File: config.mk
export PLATFORM = sky130hd
export DESIGN_NAME = sc_rx_char_fifo
export DESIGN_NICKNAME = d
export VERILOG_FILES = /design/src/rtl/sc_rx_char_fifo.sv
export SDC_FILE = /design/constraint.sdc
export NUM_CORES = 1
export LEC_CHECK = 0
export BUFFER_PORTS_ARGS = -buffer_cell sky130_fd_sc_hd__clkbuf_2
export CORE_MARGIN = 1.5
export CORE_UTILIZATION = 64
export CTS_CLUSTER_DIAMETER = 120
export DETAILED_ROUTE_END_ITERATION = 12
export PLACE_DENSITY = 0.81
export SYNTH_ARGS = -nofsm -noshare
export SYNTH_HDL_FRONTEND = slang
export SYNTH_SLANG_ARGS = --single-unit
File: constraint.sdc
create_clock -name clk -period 7.4 [get_ports clk]
set_input_delay 0 -clock clk [delete_from_list [all_inputs] [get_ports clk]]
set_output_delay 0 -clock clk [all_outputs]
set_load 0.02 [all_outputs]
File: src/rtl/sc_rx_char_fifo.sv
module sc_rx_char_fifo #(
  parameter int DEPTH  = 32,
  parameter int WORD_W = 10,
  localparam int AW = $clog2(DEPTH),
  localparam int PW = AW + 1
) (
  input  logic              clk,
  input  logic              rst_n,
  input  logic              wr_en,
  input  logic [WORD_W-1:0] wr_data,
  input  logic              rd_en,
  output logic [WORD_W-1:0] rd_data,
  input  logic [PW-1:0]     thresh,
  input  logic              ovr_clr,
  output logic              empty,
  output logic              full,
  output logic              thr_hit,
  output logic              overrun
);

  localparam logic [PW-1:0] FULL_CNT = PW'(DEPTH);

  logic [WORD_W-1:0] mem [DEPTH];
  logic [PW-1:0]     wptr, rptr, count;
  logic              rd_ok, wr_ok;

  // occupancy wraps modulo 2*DEPTH
  assign count   = wptr - rptr;
  assign empty   = (count == '0);
  assign full    = (count == FULL_CNT);
  assign thr_hit = (thresh != '0) && (count >= thresh);

  // a read on a full FIFO frees the slot a same-cycle write needs
  assign rd_ok = rd_en && !empty;
  assign wr_ok = wr_en && (!full || rd_ok);

  always_ff @(posedge clk) begin
    if (wr_ok) mem[wptr[AW-1:0]] <= wr_data;
  end

  always_ff @(posedge clk or negedge rst_n) begin
    if (!rst_n) begin
      wptr    <= '0;
      rptr    <= '0;
      rd_data <= '0;
      overrun <= 1'b0;
    end else begin
      if (wr_ok) wptr <= wptr + 1'b1;
      if (rd_ok) begin
        rptr    <= rptr + 1'b1;
        rd_data <= mem[rptr[AW-1:0]];
      end else if (rd_en) begin
        rd_data <= '0;
      end
      if (wr_en && !wr_ok) overrun <= 1'b1;
      else if (ovr_clr)    overrun <= 1'b0;
    end
  end

endmodule

==> reports/metrics.yaml <==
start_util_pct: 65.1
synth-warning-count: 0
die_w_microns: 149
grt_max_degree: 52
grt_pass1_wl_mm: 45.7
stdcell_area_sq_um: 15200
grtUsageTotal_pct: 29.2
r2r_cells: 8
min_path_type: "primary input to asynchronous set/reset pin"
critPathKind: "flop to flop"
synth.distinct_cells: 52
worstPathMaxFanout: 24
power.density_nw_per_um2: 393
syn_avg_cell_area_sq_um: 20.7
drt_iter0_markers: 923
wl_met2_mm: 15.2
clk_latency_ps: 510
cts_max_level: 2
numCtsBuffers: 34
syn-cell-area_sq_um: 13700
fin_worst_skew_ps: 21.0
grt_overflow_total: 0
vias_per_cell: 6.83
rows: 53
drc: 0
cts_sinks: 343
maxSlewViolCount: 0
start_kind: "flop"
dpl_worst_slack_ps: 2540
grt_pass1_vias: 6991
ios: 35
drive_gt1_share_pct: 23.1
setup_tns_ps: 0
switchingPower_uw: 1910
ff_latch_area_sq_um: 10200
worstPathRequired_ps: 7530
portBuffers: 34
cp_data_arrival_time_ps: 5090
ant_nets: 0
core_area_sq_um: 21000
synth-edff-count: 320
grt_antenna_before_repair: 0
wl_met3_mm: 2.74
cts_resized: 0
status: "completed"
synth_seq_cells: 343
setup_viol: 0
post-route-min-period_ps: 4960
clkPwrFrac_pct: 28.3
post-route-period-util_pct: 67.0
wl_mm: 30.8
synth_nets: 698
cts_max_path_buffers: 3
timing.final.hold_violations: 0
cts_tree: "yes"
internal-power_uw: 4060
syn_inst: 660
synth_top_flop_cell: "edfxtp_1"
path_clk_slew_ps: 60
cap_violations: 0
wl_per_cell_microns: 30.4
cts-root-buf: "clkbuf_16"
gpl.final_weighted_congestion: 1.00
leakagePower_uw: 0.00504
max_freq_mhz: 202
worstSetupEndpointType: "flop"
async_reset_ff_share_pct: 6.71
total_power_uw: 5970
wl_met1_mm: 11.7
ys_seq_area_share_pct: 74.5
n_fill_cell: 1173
p_seq_share_pct: 42.3
dp_hpwl_mm: 18.5
rsz0062_at_grt: "false"
ir_drop_mv: 0.230
whs_ps: 39.1
area_growth_pct: 11.0
relSlewSlack_pct: 13.5
dieHeight_microns: 149
top_layer: "met4"
finalWorstSetupSlack_ps: 2440
vias: 6898
nets: 749
first_pass_iters: 7
p_comb_share_pct: 29.4
tightestPinTransition_ps: 1290
place_area_sq_um: 14000
diodes: 0
multiInputGateArea_sq_um: 3250
die-area_sq_um: 22300
p_sw_share_pct: 32.0
state kept, by name (all words and copies together), names as in the netlist:
| name | flops |
|---|---|
| rptr | 6 |
| mem | 320 |
| wptr | 6 |
| overrun | 1 |
| rd_data | 10 |
final cells by class:
type | instances | share of cell area (%)
clock buffer | 41 | 6.26
clock inverter | 19 | 1.01
inverter | 17 | 0.420
multi-input combinational | 274 | 21.4
sequential | 343 | 67.1
tap | 275 | 2.27
timing repair buffer | 41 | 1.55
synthesized netlist by cell type (2+ instances only):
cell type  number  area share [%]
buf_4           6            0.33
a21o_1         11            0.60
ha_1           16             1.5
nand3_1         5            0.18
a22oi_1        20             1.1
and2_1          3            0.14
buf_6           3            0.25
mux4_1         13             2.5
nor2_1         41             1.1
inv_1          16            0.44
nand3b_1        2            0.11
dfrtp_1        23             4.2
a22o_1         10            0.64
mux4_2         67              11
nand2_2         2           0.091
a31oi_1        10            0.46
clkbuf_1        7            0.19
nor3_2          3            0.22
nand4_1         2           0.091
o21ai_0         3            0.11
nand2b_1        3            0.14
nor3_1          5            0.18
xor2_1          2            0.13
a221oi_1       10            0.64
and3_1          3            0.14
a21oi_1         6            0.22
xnor2_1        10            0.64
nand2_1         6            0.16
buf_2           7            0.26
o21a_1          2            0.11
mux2_2          2            0.16
edfxtp_1      320              70
or3_1           2           0.091
worst max-delay path, stage by stage, from the launching register on:
cell,delay [ps]
dfrtp_1,1040
clkinv_1,490
ha_1,470
and2_1,180
o21a_1,160
a31o_2,260
o2111ai_2,450
nand3_1,600
nor2_1,920
power groups by stage:
stage / Clock, uW / Combinational [uW] / Sequential [uW]
detailed placement: 0 / 1700 / 2560
finish: 1690 / 1750 / 2530
floorplan: 0 / 1350 / 2430
CTS: 1700 / 1740 / 2530
global placement: 0 / 1630 / 2540
global route: 1780 / 1860 / 2550
metal layers:
layer,global-route usage [%],up-vias
met4,10.3,0
met1,41.0,3479
li1,-,2857
met3,5.14,86
met2,47.3,476
met5,0,-
through the flow:
step | std cells | util, %
6_report | 1010 | 72.2
5_1_grt | 1010 | 72.2
4_1_cts | 1010 | 72.2
3_5_place_dp | 945 | 66.7
3_3_place_gp | 945 | 66.7
2_1_floorplan | 660 | -
layout by cell type (no fill, tap or decap), types with 7 or more instances in the layout:
cell type	netlist	final
edfxtp_1	320	320
mux4_2	67	67
nor2_1	41	41
clkbuf_16	0	37
clkbuf_2	0	34
dfrtp_1	23	22
a22oi_1	20	20
inv_1	16	16
ha_1	16	16
mux4_1	13	13
a21o_1	11	11
xnor2_1	10	10
a22o_1	10	10
a221oi_1	10	10
a31oi_1	10	10
clkinv_1	1	7
path summary, 6_finish.rpt:
check | slack, ps | startpoint | endpoint
worst min register to register | 490 | rd_data[3]$_DFFE_PN0P_ | rd_data[3]$_DFFE_PN0P_
worst max-delay path | 2440 | rptr[4]$_DFFE_PN0P_ | mem[30][2]$_DFFE_PP_
min in group clk | 270 | wr_data[5] | mem[19][5]$_DFFE_PP_
max in group asynchronous | 6900 | rst_n | rptr[0]$_DFFE_PN0P_
worst max register to register | 2440 | rptr[4]$_DFFE_PN0P_ | mem[30][2]$_DFFE_PP_
worst min-delay path | 40 | rst_n | rd_data[6]$_DFFE_PN0P_
kinds of logic (layout without fill, tap and decap cells):
group,Yosys count,after routing,share of synthesized area [%]
fa+ha+maj,17,17,1.61
flops,343,343,74.5
buf+inv,43,118,1.77
compound gates,78,78,4.48
mux,82,82,13.7
xor+xnor,13,13,0.887
simple gates,84,84,3.07
what timing repair did:
item / CTS / global route
hold endpoints to repair: 32 / 0
hold buffers: 5 / 0
setup buffers: 0 / 0
Power figures use the tool's default switching activity.
